$ cat src/rtl/dhc_pkg.sv
package dhc_pkg;

    typedef enum logic [1:0] {
        DS_RD       = 2'd0,
        DS_OWN      = 2'd1,
        DS_RD_WAIT  = 2'd2,
        DS_OWN_WAIT = 2'd3
    } dir_state_e;

    typedef enum logic [2:0] {
        MI_SHREQ    = 3'd0,
        MI_EXREQ    = 3'd1,
        MI_WBRSP    = 3'd2,
        MI_INVACK   = 3'd3,
        MI_FLUSHRSP = 3'd4
    } msg_in_e;

    typedef enum logic [2:0] {
        MO_WBREQ    = 3'd0,
        MO_INVREQ   = 3'd1,
        MO_FLUSHREQ = 3'd2,
        MO_SHRPL    = 3'd3,
        MO_EXRPL    = 3'd4
    } msg_out_e;

    typedef enum logic {
        CS_IDLE = 1'b0,
        CS_INV  = 1'b1
    } ctl_state_e;

endpackage

$ cat src/rtl/dhc_lowbit.sv
module dhc_lowbit #(
    parameter int W  = 4,
    parameter int IW = 2
) (
    input  logic [W-1:0]  vec,
    output logic [IW-1:0] idx
);
    // index of the lowest set bit, zero when none is set
    always_comb begin
        idx = '0;
        for (int i = W - 1; i >= 0; i--) begin
            if (vec[i]) begin
                idx = IW'(i);
            end
        end
    end
endmodule

$ cat src/rtl/dhc_dir_table.sv
module dhc_dir_table
    import dhc_pkg::*;
#(
    parameter int SITES  = 4,
    parameter int BLOCKS = 4,
    parameter int DATA_W = 8,
    parameter int SID_W  = 2,
    parameter int BID_W  = 2,
    parameter int CNT_W  = 3
) (
    input  logic              clk,
    input  logic              rst_n,
    input  logic              w_en,
    input  logic [BID_W-1:0]  w_blk,
    input  dir_state_e        w_state,
    input  logic [SITES-1:0]  w_vec,
    input  logic [CNT_W-1:0]  w_cnt,
    input  logic [SID_W-1:0]  w_req,
    input  logic              w_ex,
    input  logic              m_en,
    input  logic [DATA_W-1:0] m_data,
    output dir_state_e        t_state [BLOCKS],
    output logic [SITES-1:0]  t_vec   [BLOCKS],
    output logic [CNT_W-1:0]  t_cnt   [BLOCKS],
    output logic [SID_W-1:0]  t_req   [BLOCKS],
    output logic              t_ex    [BLOCKS],
    output logic [DATA_W-1:0] t_mem   [BLOCKS]
);
    for (genvar b = 0; b < BLOCKS; b++) begin : g_ent
        logic hit;
        assign hit = (w_blk == BID_W'(b));

        always_ff @(posedge clk) begin
            if (!rst_n) begin
                t_state[b] <= DS_RD;
                t_vec[b]   <= '0;
                t_cnt[b]   <= '0;
                t_req[b]   <= '0;
                t_ex[b]    <= 1'b0;
            end else if (w_en && hit) begin
                t_state[b] <= w_state;
                t_vec[b]   <= w_vec;
                t_cnt[b]   <= w_cnt;
                t_req[b]   <= w_req;
                t_ex[b]    <= w_ex;
            end
        end

        always_ff @(posedge clk) begin
            if (!rst_n) begin
                t_mem[b] <= DATA_W'(b * 17 + 5);
            end else if (m_en && hit) begin
                t_mem[b] <= m_data;
            end
        end
    end
endmodule

$ cat src/rtl/dhc_home.sv
module dhc_home
    import dhc_pkg::*;
#(
    parameter int SITES  = 4,
    parameter int BLOCKS = 4,
    parameter int DATA_W = 8,
    localparam int SID_W = (SITES  > 1) ? $clog2(SITES)  : 1,
    localparam int BID_W = (BLOCKS > 1) ? $clog2(BLOCKS) : 1
) (
    input  logic              clk,
    input  logic              rst_n,
    input  logic              in_valid,
    output logic              in_ready,
    input  logic [2:0]        in_kind,
    input  logic [SID_W-1:0]  in_site,
    input  logic [BID_W-1:0]  in_blk,
    input  logic [DATA_W-1:0] in_data,
    output logic              out_valid,
    output logic [2:0]        out_kind,
    output logic [SID_W-1:0]  out_site,
    output logic [BID_W-1:0]  out_blk,
    output logic [DATA_W-1:0] out_data
);
    localparam int CNT_W = $clog2(SITES + 1);

    // controller and holding state
    ctl_state_e        fsm_q, fsm_d;
    logic              held_v_q, held_v_d;
    logic              held_ex_q, held_ex_d;
    logic [SID_W-1:0]  held_site_q, held_site_d;
    logic [BID_W-1:0]  held_blk_q, held_blk_d;
    logic [SITES-1:0]  inv_mask_q, inv_mask_d;
    logic [BID_W-1:0]  inv_blk_q, inv_blk_d;

    // directory table
    dir_state_e        t_state [BLOCKS];
    logic [SITES-1:0]  t_vec   [BLOCKS];
    logic [CNT_W-1:0]  t_cnt   [BLOCKS];
    logic [SID_W-1:0]  t_req   [BLOCKS];
    logic              t_ex    [BLOCKS];
    logic [DATA_W-1:0] t_mem   [BLOCKS];

    logic              w_en, m_en, w_ex;
    dir_state_e        w_state;
    logic [SITES-1:0]  w_vec;
    logic [CNT_W-1:0]  w_cnt;
    logic [SID_W-1:0]  w_req;
    logic [DATA_W-1:0] m_data;

    // operation under decision
    logic              replay, in_is_req, op_v;
    msg_in_e           op_kind;
    logic [SID_W-1:0]  op_site;
    logic [BID_W-1:0]  op_blk;
    logic [DATA_W-1:0] op_data;
    dir_state_e        held_state;

    dir_state_e        e_state;
    logic [SITES-1:0]  e_vec, req_bit, ereq_bit, others, scan_bit;
    logic [CNT_W-1:0]  e_cnt;
    logic [SID_W-1:0]  e_req, own_idx, scan_idx;
    logic              e_ex;
    logic [DATA_W-1:0] e_mem;

    // outgoing message before its register
    logic              o_v;
    msg_out_e          o_kind;
    logic [SID_W-1:0]  o_site;
    logic [BID_W-1:0]  o_blk;
    logic [DATA_W-1:0] o_data;

    dhc_dir_table #(
        .SITES(SITES), .BLOCKS(BLOCKS), .DATA_W(DATA_W),
        .SID_W(SID_W), .BID_W(BID_W), .CNT_W(CNT_W)
    ) u_table (
        .clk(clk), .rst_n(rst_n),
        .w_en(w_en), .w_blk(op_blk), .w_state(w_state), .w_vec(w_vec),
        .w_cnt(w_cnt), .w_req(w_req), .w_ex(w_ex),
        .m_en(m_en), .m_data(m_data),
        .t_state(t_state), .t_vec(t_vec), .t_cnt(t_cnt),
        .t_req(t_req), .t_ex(t_ex), .t_mem(t_mem)
    );

    dhc_lowbit #(.W(SITES), .IW(SID_W)) u_owner (.vec(e_vec),      .idx(own_idx));
    dhc_lowbit #(.W(SITES), .IW(SID_W)) u_scan  (.vec(inv_mask_q), .idx(scan_idx));

    assign held_state = t_state[held_blk_q];
    assign replay     = (fsm_q == CS_IDLE) && held_v_q &&
                        (held_state == DS_RD || held_state == DS_OWN);
    assign in_is_req  = (in_kind == MI_SHREQ) || (in_kind == MI_EXREQ);
    assign in_ready   = (fsm_q == CS_IDLE) && !replay && !(in_is_req && held_v_q);
    assign op_v       = replay || (in_valid && in_ready);

    always_comb begin
        if (replay) begin
            op_kind = held_ex_q ? MI_EXREQ : MI_SHREQ;
            op_site = held_site_q;
            op_blk  = held_blk_q;
            op_data = '0;
        end else begin
            op_kind = msg_in_e'(in_kind);
            op_site = in_site;
            op_blk  = in_blk;
            op_data = in_data;
        end
    end

    assign e_state  = t_state[op_blk];
    assign e_vec    = t_vec[op_blk];
    assign e_cnt    = t_cnt[op_blk];
    assign e_req    = t_req[op_blk];
    assign e_ex     = t_ex[op_blk];
    assign e_mem    = t_mem[op_blk];
    assign req_bit  = SITES'(1) << op_site;
    assign ereq_bit = SITES'(1) << e_req;
    assign others   = e_vec & ~req_bit;
    assign scan_bit = SITES'(1) << scan_idx;

    // next state, directory update and outgoing message
    always_comb begin
        fsm_d       = fsm_q;
        held_v_d    = held_v_q;
        held_ex_d   = held_ex_q;
        held_site_d = held_site_q;
        held_blk_d  = held_blk_q;
        inv_mask_d  = inv_mask_q;
        inv_blk_d   = inv_blk_q;
        w_en        = 1'b0;
        w_state     = e_state;
        w_vec       = e_vec;
        w_cnt       = e_cnt;
        w_req       = e_req;
        w_ex        = e_ex;
        m_en        = 1'b0;
        m_data      = op_data;
        o_v         = 1'b0;
        o_kind      = MO_WBREQ;
        o_site      = '0;
        o_blk       = op_blk;
        o_data      = '0;

        unique case (fsm_q)
            CS_INV: begin
                o_v        = 1'b1;
                o_kind     = MO_INVREQ;
                o_site     = scan_idx;
                o_blk      = inv_blk_q;
                inv_mask_d = inv_mask_q & ~scan_bit;
                if (inv_mask_d == '0) begin
                    fsm_d = CS_IDLE;
                end
            end
            CS_IDLE: begin
                if (op_v) begin
                    if (replay) begin
                        held_v_d = 1'b0;
                    end
                    case (op_kind)
                        MI_SHREQ, MI_EXREQ: begin
                            unique case (e_state)
                                DS_RD_WAIT, DS_OWN_WAIT: begin
                                    held_v_d    = 1'b1;
                                    held_ex_d   = (op_kind == MI_EXREQ);
                                    held_site_d = op_site;
                                    held_blk_d  = op_blk;
                                end
                                DS_RD: begin
                                    w_en = 1'b1;
                                    o_v  = 1'b1;
                                    if (op_kind == MI_SHREQ) begin
                                        w_vec  = e_vec | req_bit;
                                        o_kind = MO_SHRPL;
                                        o_site = op_site;
                                        o_data = e_mem;
                                    end else if (others == '0) begin
                                        w_state = DS_OWN;
                                        w_vec   = req_bit;
                                        o_kind  = MO_EXRPL;
                                        o_site  = op_site;
                                        o_data  = e_mem;
                                    end else begin
                                        o_v        = 1'b0;
                                        w_state    = DS_RD_WAIT;
                                        w_cnt      = CNT_W'($countones(others));
                                        w_req      = op_site;
                                        w_ex       = 1'b1;
                                        fsm_d      = CS_INV;
                                        inv_mask_d = others;
                                        inv_blk_d  = op_blk;
                                    end
                                end
                                DS_OWN: begin
                                    w_en    = 1'b1;
                                    w_state = DS_OWN_WAIT;
                                    w_req   = op_site;
                                    w_ex    = (op_kind == MI_EXREQ);
                                    o_v     = 1'b1;
                                    o_kind  = (op_kind == MI_EXREQ) ? MO_FLUSHREQ : MO_WBREQ;
                                    o_site  = own_idx;
                                end
                            endcase
                        end
                        MI_WBRSP: begin
                            if (e_state == DS_OWN_WAIT && !e_ex && op_site == own_idx) begin
                                m_en    = 1'b1;
                                w_en    = 1'b1;
                                w_state = DS_RD;
                                w_vec   = e_vec | ereq_bit;
                                o_v     = 1'b1;
                                o_kind  = MO_SHRPL;
                                o_site  = e_req;
                                o_data  = op_data;
                            end
                        end
                        MI_FLUSHRSP: begin
                            if (e_state == DS_OWN_WAIT && e_ex && op_site == own_idx) begin
                                m_en    = 1'b1;
                                w_en    = 1'b1;
                                w_state = DS_OWN;
                                w_vec   = ereq_bit;
                                o_v     = 1'b1;
                                o_kind  = MO_EXRPL;
                                o_site  = e_req;
                                o_data  = op_data;
                            end
                        end
                        MI_INVACK: begin
                            if (e_state == DS_RD_WAIT && e_vec[op_site] && op_site != e_req) begin
                                w_en  = 1'b1;
                                w_vec = e_vec & ~req_bit;
                                w_cnt = e_cnt - CNT_W'(1);
                                if (e_cnt == CNT_W'(1)) begin
                                    w_state = DS_OWN;
                                    w_vec   = ereq_bit;
                                    o_v     = 1'b1;
                                    o_kind  = MO_EXRPL;
                                    o_site  = e_req;
                                    o_data  = e_mem;
                                end
                            end
                        end
                        default: ;
                    endcase
                end
            end
        endcase
    end

    // controller state register
    always_ff @(posedge clk) begin
        if (!rst_n) begin
            fsm_q       <= CS_IDLE;
            held_v_q    <= 1'b0;
            held_ex_q   <= 1'b0;
            held_site_q <= '0;
            held_blk_q  <= '0;
            inv_mask_q  <= '0;
            inv_blk_q   <= '0;
        end else begin
            fsm_q       <= fsm_d;
            held_v_q    <= held_v_d;
            held_ex_q   <= held_ex_d;
            held_site_q <= held_site_d;
            held_blk_q  <= held_blk_d;
            inv_mask_q  <= inv_mask_d;
            inv_blk_q   <= inv_blk_d;
        end
    end

    // output register
    always_ff @(posedge clk) begin
        if (!rst_n) begin
            out_valid <= 1'b0;
            out_kind  <= '0;
            out_site  <= '0;
            out_blk   <= '0;
            out_data  <= '0;
        end else begin
            out_valid <= o_v;
            out_kind  <= o_kind;
            out_site  <= o_site;
            out_blk   <= o_blk;
            out_data  <= o_data;
        end
    end
endmodule

$ cat config.mk
export PLATFORM = sky130hd
export DESIGN_NAME = dhc_home
export DESIGN_NICKNAME = d
export VERILOG_FILES = /design/src/rtl/dhc_pkg.sv /design/src/rtl/dhc_lowbit.sv /design/src/rtl/dhc_dir_table.sv /design/src/rtl/dhc_home.sv
export SDC_FILE = /design/constraint.sdc
export NUM_CORES = 1
export LEC_CHECK = 0
export CAP_MARGIN = 30
export CORE_ASPECT_RATIO = 1.75
export CORE_UTILIZATION = 45
export DETAILED_ROUTE_END_ITERATION = 12
export GPL_TIMING_DRIVEN = 0
export SYNTH_ARGS = -nofsm -noshare
export SYNTH_HDL_FRONTEND = slang
export SYNTH_HIERARCHICAL = 1
export SYNTH_SLANG_ARGS = --single-unit
$ cat constraint.sdc
create_clock -name clk -period 5.45 [get_ports clk]
set_input_delay 1.09 -clock clk [delete_from_list [all_inputs] [get_ports clk]]
set_output_delay 1.09 -clock clk [all_outputs]
set_load 0.1 [all_outputs]
After elaboration in Yosys (flattened, before gate mapping)
Index checks and enable logic that the tools add are counted.
{"block": "totals", "output_inout_bits": 17, "input_bits": 18, "elab_cells": 259, "reg_bits": 109}
{"block": "classes", "reduce_logical": 41, "order_cmp": 3, "muxes": 139, "shifts": 3, "n_eq_ne": 20, "n_addsub": 4, "bitwise": 13}
{"cell": "8-bit two-way mux", "count": 10}
{"cell": "2-bit two-way mux", "count": 39}
{"cell": "4-bit two-way mux", "count": 16}
{"cell": "3-bit two-way mux", "count": 15}
{"cell": "8-bit one-hot mux with 4 select lines", "count": 1}
{"cell": "1-bit two-way mux", "count": 31}
{"cell": "1-bit logical AND", "count": 20}
{"cell": "3-bit one-hot mux with 2 select lines", "count": 3}
{"cell": "8-bit binary-select mux with 2-bit select", "count": 1}
{"cell": "2-bit one-hot mux with 2 select lines", "count": 4}
{"cell": "2-bit one-hot mux with 4 select lines", "count": 2}
{"cell": "4-bit one-hot mux with 4 select lines", "count": 1}
{"cell": "2-bit binary-select mux with 2-bit select", "count": 3}
{"cell": "3-bit one-hot mux with 4 select lines", "count": 1}
{"cell": "1-bit by 2-bit << shifter with 4-bit output (first input constant)", "count": 3}
{"cell": "1-bit one-hot mux with 2 select lines", "count": 5}
{"cell": "3-bit by 1-bit == test with 1-bit output (second input constant)", "count": 3}
{"cell": "4-bit bitwise AND", "count": 2}
{"cell": "4-bit binary-select mux with 2-bit select", "count": 1}
{"cell": "2-bit == test (second input constant)", "count": 4}
{"cell": "4-bit logical NOT", "count": 2}
{"cell": "4-bit inverter", "count": 2}
{"cell": "4-bit bitwise OR", "count": 2}
{"cell": "1-bit one-hot mux with 4 select lines", "count": 2}
{"cell": "other kinds (27)", "count": 50}

Longest topological paths before layout
Gate-level depths: netlist of the first run.
{"block": "logic_depth", "depth_word": 23, "ltp_mapped": 22, "mapped_depth_nobuf": 19}

By module
The synthesis of the first run kept the hierarchy.
{"module": "dhc_home", "seq_area_each_um2": 580.6, "cells_per_inst": 408, "n_inst": 1, "area_each_um2": 3178.0}
{"module": "dhc_dir_table", "seq_area_each_um2": 1601.5, "cells_per_inst": 296, "n_inst": 1, "area_each_um2": 3019.1}
{"module": "dhc_lowbit", "seq_area_each_um2": 0.0, "cells_per_inst": 5, "n_inst": 2, "area_each_um2": 27.5}

Least setup slack after synthesis of the first run
OpenSTA, ideal clock, no wires.
{"block": "synth_path", "kind": "input-to-reg", "from": "in in_blk[1]", "to": "reg u_table/t_cnt[10] (netlist bit)", "t_required_ns": 5.378, "path_stages": 17, "path_slack_ns": 0.910, "arrival_time_ns": 4.469, "setup_ns": 0.072, "n_path_buf": 3, "cell_sequence": "a21boi_2 -> nor2_4 -> inv_4 -> buf_6 -> buf_6 -> a211oi_1 -> a21oi_1 -> nor3_1 -> inv_1 -> a21oi_1 -> mux2_2 -> o211ai_2 -> or4_4 -> a31oi_1 -> nor3b_2 -> buf_4 -> mux2i_1"}
{"block": "synth_via", "elab_cells_between_ends": 59, "classes_between": "add/sub (4); eq/ne (5); mux (36); bitwise (2); reduce/logical (12)"}
{"item": "start, declared", "line": "dhc_home.sv:16", "text": "input logic [BID_W-1:0] in_blk,"}
{"item": "2-bit two-way mux (*)", "line": "dhc_home.sv:95", "text": "if (replay) begin"}
{"item": "2-bit inverter with 3-bit output (implied by the code) (*)", "line": "dhc_home.sv:109", "text": "assign e_vec = t_vec[op_blk];"}
{"item": "4-bit binary-select mux with 2-bit select (*)", "line": "dhc_home.sv:109"}
{"item": "4-bit two-way mux (implied by the code) (*) (2 in series)", "line": "dhc_home.sv:109"}
{"item": "named net e_vec[0]", "line": "dhc_home.sv:59", "text": "logic [SITES-1:0] e_vec, req_bit, ereq_bit, others, scan_bit;"}
{"item": "2-bit two-way mux (*)", "line": "dhc_lowbit.sv:12", "text": "if (vec[i]) begin"}
{"item": "named net own_idx[1]", "line": "dhc_home.sv:61", "text": "logic [SID_W-1:0] e_req, own_idx, scan_idx;"}
{"item": "2-bit == test (*)", "line": "dhc_home.sv:204, dhc_home.sv:216"}
{"item": "1-bit logical AND (on tied branches)", "line": "dhc_home.sv:216, dhc_home.sv:204"}
{"item": "1-bit two-way mux (on tied branches)", "line": "dhc_home.sv:216, dhc_home.sv:204"}
{"item": "1-bit one-hot mux with 4 select lines (*)", "line": "dhc_home.sv:158", "text": "case (op_kind)"}
{"item": "1-bit two-way mux (*)", "line": "dhc_home.sv:154", "text": "if (op_v) begin"}
{"item": "1-bit two-way mux (*)", "line": "dhc_home.sv:142", "text": "unique case (fsm_q)"}
{"item": "named net w_en", "line": "dhc_home.sv:43", "text": "logic w_en, m_en, w_ex;"}
{"item": "1-bit logical AND (*)", "line": "dhc_dir_table.sv:40", "text": "end else if (w_en && hit) begin"}
{"item": "end signal, assigned by index", "line": "dhc_dir_table.sv:43", "text": "t_cnt[b] <= w_cnt;"}
{"item": "end, declared", "line": "dhc_dir_table.sv:24", "text": "output logic [CNT_W-1:0] t_cnt [BLOCKS],"}
Mark *: on every way through the listed nets, which the timed path passes. The rest lies on a longest branch. The select of a mux whose other input is x is not followed.
A chain may end at the register's enable or synchronous reset.

Worst setup path in the final report of the first run
{"block": "layout_path", "from": "in in_blk[1]", "to": "reg u_table/t_vec[14] (netlist bit)"}
{"block": "layout_via", "elab_cells_between_ends": 62, "classes_between": "eq/ne (6); shift (1); mux (39); bitwise (4); reduce/logical (12)"}
{"item": "2-bit two-way mux (*)", "line": "dhc_home.sv:95"}
{"item": "2-bit inverter with 3-bit output (implied by the code) (*)", "line": "dhc_home.sv:109"}
{"item": "4-bit binary-select mux with 2-bit select (*)", "line": "dhc_home.sv:109"}
{"item": "4-bit two-way mux (implied by the code) (*) (2 in series)", "line": "dhc_home.sv:109"}
{"item": "named net e_vec[0]", "line": "dhc_home.sv:59"}
{"item": "2-bit two-way mux (*)", "line": "dhc_lowbit.sv:12"}
{"item": "named net own_idx[1]", "line": "dhc_home.sv:61"}
{"item": "2-bit == test (*)", "line": "dhc_home.sv:204, dhc_home.sv:216"}
{"item": "1-bit logical AND (on tied branches)", "line": "dhc_home.sv:216, dhc_home.sv:204"}
{"item": "1-bit two-way mux (on tied branches)", "line": "dhc_home.sv:216, dhc_home.sv:204"}
{"item": "1-bit one-hot mux with 4 select lines (*)", "line": "dhc_home.sv:158"}
{"item": "1-bit two-way mux (*)", "line": "dhc_home.sv:154"}
{"item": "1-bit two-way mux (*)", "line": "dhc_home.sv:142"}
{"item": "named net w_en", "line": "dhc_home.sv:43"}
{"item": "1-bit logical AND (*)", "line": "dhc_dir_table.sv:40"}
{"item": "end signal, assigned by index", "line": "dhc_dir_table.sv:42", "text": "t_vec[b] <= w_vec;"}
{"item": "end, declared", "line": "dhc_dir_table.sv:23", "text": "output logic [SITES-1:0] t_vec [BLOCKS],"}
Marked as above.

==> results of run 1 <==
logic make-up after synthesis:
kind of cell               after synthesis  share of synthesized area
and+or+nand+nor                        293                      0.231
buffers and inverters                   60                     0.0482
AOI/OAI and AO/OA                      138                      0.163
xor gates and xnor gates                 3                    0.00420
adders and majority gates                6                     0.0132
DFF                                    109                      0.349
muxes                                  105                      0.192
flip-flops by register name, indices dropped and copies added (netlist names):
signal and flops:
out_site 2, held_blk_q 2, out_blk 2, u_table/t_ex 4
held_ex_q 1, fsm_q 1, u_table/t_cnt 12, u_table/t_vec 16
out_valid 1, u_table/t_mem 32, out_kind 3, inv_blk_q 2
held_v_q 1, u_table/t_req 8, held_site_q 2, inv_mask_q 4
u_table/t_state 8, out_data 8
path summary, 6_finish.rpt:
kind                                    end  depth (start not counted)  slack [ps]                          start
max          u_table/t_vec[14]$_SDFFE_PN0P_                         17         150                      in_blk[1]
min           u_table/t_req[0]$_SDFFE_PN0P_                          2         460  u_table/t_req[0]$_SDFFE_PN0P_
max reg2reg  u_table/t_vec[14]$_SDFFE_PN0P_                         19         150               fsm_q$_SDFF_PN0_
min reg2reg   u_table/t_req[0]$_SDFFE_PN0P_                          2         460  u_table/t_req[0]$_SDFFE_PN0P_
routing by layer:
metal | wire length, um | GRT usage | up-vias
li1 | - | - | 2656
met1 | 7180 | 0.279 | 2715
met2 | 10500 | 0.534 | 230
met3 | 713 | 0.0423 | 83
met4 | 1230 | 0.187 | 0
met5 | 0 | 0 | -
cells in the final DEF, fill, tap and decap left out, types with 8 or more instances in the layout:
cell / instances
clkdlybuf4s50_1: 33
mux4_2: 9
and2_1: 16
a21oi_1: 27
mux2i_1: 89
o21ai_0: 20
nor2b_1: 26
inv_1: 15
a211oi_1: 11
clkbuf_1: 20
and3_1: 20
nand2_1: 141
nand3_1: 17
nor2_1: 28
dfxtp_1: 109
buf_2: 12
a22o_1: 8
clkbuf_16: 9
power breakdown:
part	total [mW]	internal (mW)	switching, mW
Sequential	0.807	0.802	0.00423
Combinational	0.279	0.0928	0.186
Clock	0.687	0.340	0.347
tightest hold or removal path: stages (launching register included):
cell and delay, ps:
dfxtp_1 310, nand2_1 50, mux2i_1 50
area by class of cell:
class                      instances  area share
clock buffer                      10      0.0333
timing repair buffer              36      0.0497
multi-input combinational        545       0.530
inverter                          17     0.00959
sequential                       109       0.304
buffer                            43      0.0330
clock inverter                     6     0.00977
tap                              174      0.0304
repair_timing:
action / in CTS / in global routing
buffers inserted: 1 / 1
pin swaps: 1 / 1
endpoints found under the setup margin: 70 / 41
resized for setup: 5 / 4
endpoints found under the hold margin: 0 / 0
==> results list, run 1 <==
- For this configuration, the core starts out at a cell density of 0.465.
* Run status: complete, no violations
- DR pass1 iterations: 5
- Std-Cell Core Area: 13,500 um2
* Placement-stage worst setup slack: -750 ps
- Row generation in the floorplan step produced 56 rows.
- The later pin in the worst-skew pair is clocked with a latency of 360 ps.
- In this run the power density over the cells is 247 nW/um2.
- At the pin with the least slew margin, the transition time is 973 ps.
- Routed wire length: 19,600 um
- In the routed layout, each cell is associated on average with a via count of 6.05.
- Count of different cell masters after synthesis: 78
* Tot Pwr: 1.77 mW
* Area growth from synthesis to layout: 14.7%
- Startpoint Class: primary input
- Total track usage: 0.281
* Area of the mapped netlist: 6250 um2
- The number of max-slew violations in the final report came to 0.
- Among all flip-flop cells after synthesis, the most frequent one is dfxtp_1.
- The die is 91.1 um wide.
- First-pass GRT wire length: 30,700 um
- Placed cell count: 921
- Summing all multi-input logic gate instances after layout gives 3800 um2.
- In this run, the number of DRC markers left after iteration 0 of detailed routing was 338.
- The die covers 14,400 um2.
- Peak supply drop: 0.157 mV
* Arrival time at the worst endpoint: 5590 ps
- STA classifies the critical path endpoint as a flop.
* Global placement routability congestion: 1.02
- Worst-path cell chain: clkdlybuf4s50_1 > a21boi_4 > nor2_4 > inv_4 > buf_6 > mux2i_1 > a21oi_1 > nor3_2 > inv_1 > a21oi_1 > mux2_2 > o211ai_2 > or4_4 > a31oi_2 > nor3b_4 > buf_4 > mux2i_1
- Setup repair after global routing could not meet its margin everywhere.
- In the routed design, unresolved DRC markers number 0.
- Total leakage power: 2.97 nW
- The clock arrives with 11.5 ps of skew.
* Number of sinks handled by clock tree synthesis: 109
- Via count of the first global-routing pass: 5,738
- Clock-pin slew was measured on the worst setup and hold paths at 80 ps.
- Nets@finish: 785
* Crit Path Category: in2reg
- Required arrival time at the worst endpoint: 5740 ps
- Pin count of the biggest net entering global routing: 22
* H-tree depth: 3
- Max-cap violations: 0
- Clock Tree Root: clkbuf_16
* Minimum setup slack in the final design: 150 ps
- Cell family with most CP delay: simple AND/OR/NAND/NOR gates
- Once detail routing completed, the nets flagged for antenna violations numbered 0.
* Cell types with the largest area share after synthesis: dfxtp_1 (35%), mux2i_1 (14%), nand2_1 (8.5%)
- For this run, the number of Yosys warnings is 6.
- Shortest clock period the worst path allows after layout: 5300 ps
* Die extent in y: 158 um
* Count of state elements after synthesis: 109
- Maximum clock path buffer count: 2
- Number of antenna violations at the first check in global routing: 0
- Crit share post-route: 0.973
- Worst stage delay on the critical path: 580 ps
- Commonest cells in the netlist: nand2_1 (141), dfxtp_1 (109), mux2i_1 (89)
- The synthesized design spends more area on one cell type than any other, namely dfxtp_1.
- Clock tree from TritonCTS: built
- After detailed routing, the average wire length per cell comes to 20.9 um.
* Antenna cells: 0
- Class of the most critical hold timing path: reg2reg
* Fraction of layout instances using a drive strength above 1: 0.115
* Synth Net Count: 738
* Hold violation count in the final report: 0
- Cells after synthesis: 714
- The finished cells cover 7170 um2.
- The wire-length estimate of the detail-placed layout is 14,900 um.
- Final setup violation count: 0
- Number of flops mapped to enable cells by yosys: 0
- In this run the cell area measured after placement is 6800 um2.
* Final Instance Count excl. Fillers: 940
- Maximum fanout encountered on the critical timing path: 10
- Number of buffers inserted during clock tree synthesis: 9
- Final core utilization: 0.533
* Combined buffer and inverter count along the critical path: 5
* Number of top-level design ports: 35
- In the final timing run, aggregate negative setup slack is 0 ps.
- Share of synthesized area occupied by flip-flops and latches: 0.349
- Avg Inst Size Synth: 8.76 um2
* Fill cell total of the finished layout: 1,302
- Yosys instantiated no cell more often than nand2_1.
- Sequential cell area: 2180 um2
* Remaining global-route overflow: 0
- Maximum clock frequency: 0.189 GHz
- The detailed router placed 5,684 vias in this run.
- Number of buffers added to fix hold violations after cts: 0
- The tightest hold path in the finished design has a slack of 462 ps.
* Synth async-reset ratio: 0
* Max-Slew Margin vs Limit: 0.349
- Proportion of netlist area held by the largest area contributor: 0.349
- Count of buffers from port buffering: 33
- Slowest stage cell, crit path: or4_4
No activity file was read; power rests on OpenSTA's default activity.
==> run 2: changes to the inputs <==
--- a/config.mk
+++ b/config.mk
@@ -7,9 +7,11 @@
 export LEC_CHECK = 0
 export CAP_MARGIN = 30
 export CORE_ASPECT_RATIO = 1.75
+export CORE_MARGIN = 3
 export CORE_UTILIZATION = 45
 export DETAILED_ROUTE_END_ITERATION = 12
 export GPL_TIMING_DRIVEN = 0
+export RECOVER_POWER = 25
 export SYNTH_ARGS = -nofsm -noshare
 export SYNTH_HDL_FRONTEND = slang
 export SYNTH_HIERARCHICAL = 1
==> run 2 against run 1 <==
  * Critical endpoint is now u_table/t_state[7]$_SDFFE_PN0P_
  * Final cell count decreased by 0.11%
  * Hold slack lost 3.8 ps
  * Register-to-register slack better by 130 ps
  * Sequential power about the same
  * Critical path type unchanged
  * Sequential share of layout area increased by 0.11 points
  * Via count decreased by 1.4%
  * Wire length down 1.3%
  * Sequential cell count is the same
  * Non-clock buffer count is the same
  * Combinational power about the same
  * Clock-buffer cell count shrank 1
  * Die area up 7.0%
  * Highest routed layer unchanged
==> results list, run 2 (synthesis gave the netlist of run 1 again) <==
- Min-Delay Startpoint: u_table/t_req[6]$_SDFFE_PN0P_ (was u_table/t_req[0]$_SDFFE_PN0P_)
- Placed cell count: 921 (unchanged)
- Via count of the first global-routing pass: 5,772 (was 5,738)
- Switch Pwr: 0.513 mW (was 0.537 mW)
- The final global-route overflow total was 0 (unchanged).
* Clock tree from TritonCTS: built (unchanged)
- Final routed wire length divided by cell count: 20.6 um (was 20.9 um)
- The class of the tightest hold or removal check was reg2reg (unchanged).
- Maximum clock frequency: 0.189 GHz (about the same)
- Max-Slew Margin vs Limit: 0.340 (was 0.349)
* Crit share post-route: 0.972 (was 0.973)
- The cts-stage hold buffer count is 0 (unchanged).
- GR Util met2: 0.491 (was 0.534)
* Final Instance Count excl. Fillers: 939 (was 940)
- The proportion of total power due to net switching was 0.297 (was 0.303).
* Hold violation count in the final report: 0 (unchanged)
- Effective utilization at floorplan: 0.462 (was 0.465)
* Final setup violation count: 0 (unchanged)
- Peak supply drop: 0.158 mV (was 0.157 mV)
- Number of antenna violations at the first check in global routing: 0 (unchanged)
- The die span in y came to 162 um (was 158 um).
- The layout cell share with drive strength beyond 1 is 0.116 (was 0.115).
* Fraction of power consumed by sequential logic: 0.467 (was 0.455)
- The combinational cell fraction of total power came to 0.161 (was 0.157).
- Count of buffers from port buffering: 33 (unchanged)
- The worst setup skew after layout came to 9.70 ps (was 11.5 ps).
- The final net count is 785 (unchanged).
* Maximum fanout encountered on the critical timing path: 10 (unchanged)
- Launching instance or port of the critical path: in_blk[1] (unchanged)
* DR pass1 iterations: 7 (was 5)
- The total detailed-routing wirelength was 19,400 um (was 19,600 um).
* Clock Tree Root: clkbuf_16 (unchanged)
- Worst reg2reg path startpoint: fsm_q$_SDFF_PN0_ (unchanged)
- Site Rows: 56 (unchanged)
- Number of top-level design ports: 35 (unchanged)
* Worst stage delay on the critical path: 590 ps (was 580 ps)
* Worst-path cell chain: clkdlybuf4s50_1 > a21boi_2 > nor2_4 > inv_4 > buf_6 > a211oi_1 > nor2_1 > nor2_1 > nor3_2 > inv_1 > a21oi_1 > mux2_2 > o211ai_2 > or4_4 > a31oi_2 > nor3b_4 > buf_4 > mux2i_1 (was clkdlybuf4s50_1 > a21boi_4 > nor2_4 > inv_4 > buf_6 > mux2i_1 > a21oi_1 > nor3_2 > inv_1 > a21oi_1 > mux2_2 > o211ai_2 > or4_4 > a31oi_2 > nor3b_4 > buf_4 > mux2i_1)
- The power per unit of standard cell area was 241 nW/um2 (was 247 nW/um2).
* First-pass GRT wire length: 30,500 um (was 30,700 um)
* Busiest grt layer: met2 (unchanged)
* Area growth from synthesis to layout: 14.4% (was 14.7%)
- The post-route DRC violation count came to 0 (unchanged).
* Die width: 95.1 um (was 91.1 um)
- The total CTS buffers came to 9 (unchanged).
- The final hold slack came to 458 ps (was 462 ps).
* Ratio of routed vias to standard cells: 5.97 (was 6.05)
- Antenna cells: 0 (unchanged)
- Slowest stage cell, crit path: or4_4 (unchanged)
- In this design, the critical path's most frequently occurring cell is nor2_1.
- The most common cell after layout, fill and taps aside is nand2_1 (unchanged).
- Commonest cells after routing, fill and taps aside: nand2_1 (141), dfxtp_1 (108), mux2i_1 (89), a21oi_1 (27), nor2_1 (27) (was nand2_1 (141), dfxtp_1 (109), mux2i_1 (89), clkdlybuf4s50_1 (33), nor2_1 (28)).
- Starting DRC count in detailed routing: 352 (was 338)
- Via count: 5,604 (was 5,684)
- The slew at the pin closest to its max-slew limit is 986 ps (was 973 ps).
- The pin count of the biggest net entering global routing was 20 (was 22).
- The number of buffers on the longest clock path came to 2 (unchanged).
* Met3 layer usage reported by global route: 0.0324 (was 0.0423)
- Max-cap violations: 0 (unchanged)
- Shortest clock period the worst path allows after layout: 5300 ps (about the same)
- Combined buffer and inverter count along the critical path: 5 (unchanged)
- The half-perimeter wire length of the detailed placement result was 15,000 um (was 14,900 um).
- Biggest registers after layout: u_table/t_mem x32, u_table/t_vec x16, u_table/t_cnt x12 (unchanged).
* Global placement routability congestion: 0.921 (was 1.02)
* Fill cell total of the finished layout: 1,314 (was 1,302)
- Fraction of power consumed by the clock network: 0.372 (was 0.388)
* Max Slew Vio Count: 0 (unchanged)
* Critical Path Sink Type: flop (unchanged)
* Required arrival time at the worst endpoint: 5730 ps (was 5740 ps)
* Antenna Violating Nets Remaining: 0 (unchanged)
- The number of levels in the clock H-tree is 3 (unchanged).
* Met1 GRT Util: 0.264 (was 0.279)
* Clock latency on the worst-skew pair: 360 ps (about the same)
* Startpoint Class: primary input (unchanged)
* Area of the die: 15,400 um2 (was 14,400 um2)
* Largest Register: u_table/t_mem (unchanged)
* Arrival time at the worst endpoint: 5580 ps (was 5590 ps)
- The combined global-route utilization of all metal layers was 0.259 (was 0.281).
* Setup TNS: 0 ps (unchanged)
- The kind of cell adding the most delay to the critical path is simple AND/OR/NAND/NOR gates (unchanged).
- Number of sinks handled by clock tree synthesis: 109 (unchanged)
* Internal Dissipation: 1.21 mW (was 1.23 mW)
- The category of the most critical setup path is in2reg (unchanged).
- The core area was 13,500 um2 (about the same).
- The number of flip-flops under the largest register name was 32 (unchanged).
- Run status: complete, no violations (unchanged).
- Clock-pin slew of the registers on the worst-case setup and hold paths: 80 ps (about the same)
* Total leakage power: 3.01 nW (was 2.97 nW)
## run 2: changes by cell type in the layout (fill, tap and decap cells not counted), moves of 3 or more
cell,before,now
clkdlybuf4s50_1,33,17
inv_6,3,0
dlygate4sd3_1,0,16
clkinv_4,0,3
## run 2: repair_timing
item                       in CTS  in global routing
gates resized for setup         5                  5
buffers inserted                0                  2
pin swaps                       0                  3
setup endpoints to repair      69                 70
## run 2: worst paths after layout
check,slack [ps],depth (start not counted),to
setup / recovery,150,18,u_table/t_state[7]$_SDFFE_PN0P_
hold / removal,460,2,u_table/t_req[6]$_SDFFE_PN0P_
setup reg to reg,280,19,u_table/t_state[7]$_SDFFE_PN0P_
hold reg to reg,460,2,u_table/t_req[6]$_SDFFE_PN0P_
## run 2: worst min-delay path, delay by kind of cell (launching register included)
kind             cells  cell delay, ps
multiplexers         1              50
flip-flops           1             310
AND/OR/NAND/NOR      1              50
## run 2: cell type report
cell class	instances	area, um2	share of cell area
multi-input cells	545	3800	0.531
repair buffers	36	360	0.0504
well taps	174	218	0.0304
inverters	17	68.8	0.00962
clock inverters	6	61.3	0.00857
plain buffers	43	236	0.0331
flip-flops and latches	109	2180	0.305
clock buffers	9	225	0.0315
## run 2: through the flow
step	power, mW	setup slack (ps)	utilization	instance area [um2]
floorplan	1.01	910	-	6250
global placement	1.09	-610	0.503	6800
detailed placement	1.09	-608	0.503	6800
CTS	1.73	13.2	0.526	7110
global route	1.79	-1.02	0.529	7150
finish	1.73	151	0.529	7150
## run 2: power by group through the flow
stage,sequential [mW],clock [mW],combinational [mW]
floorplan,0.840,0,0.166
global placement,0.825,0,0.264
detailed placement,0.825,0,0.266
CTS,0.807,0.653,0.270
global route,0.807,0.684,0.294
finish,0.806,0.642,0.277
## run 2: metal layers
metal,up-vias,routed length (um)
li1,2666,-
met1,2679,6940
met2,194,10600
met3,65,777
met4,0,1030
met5,-,0
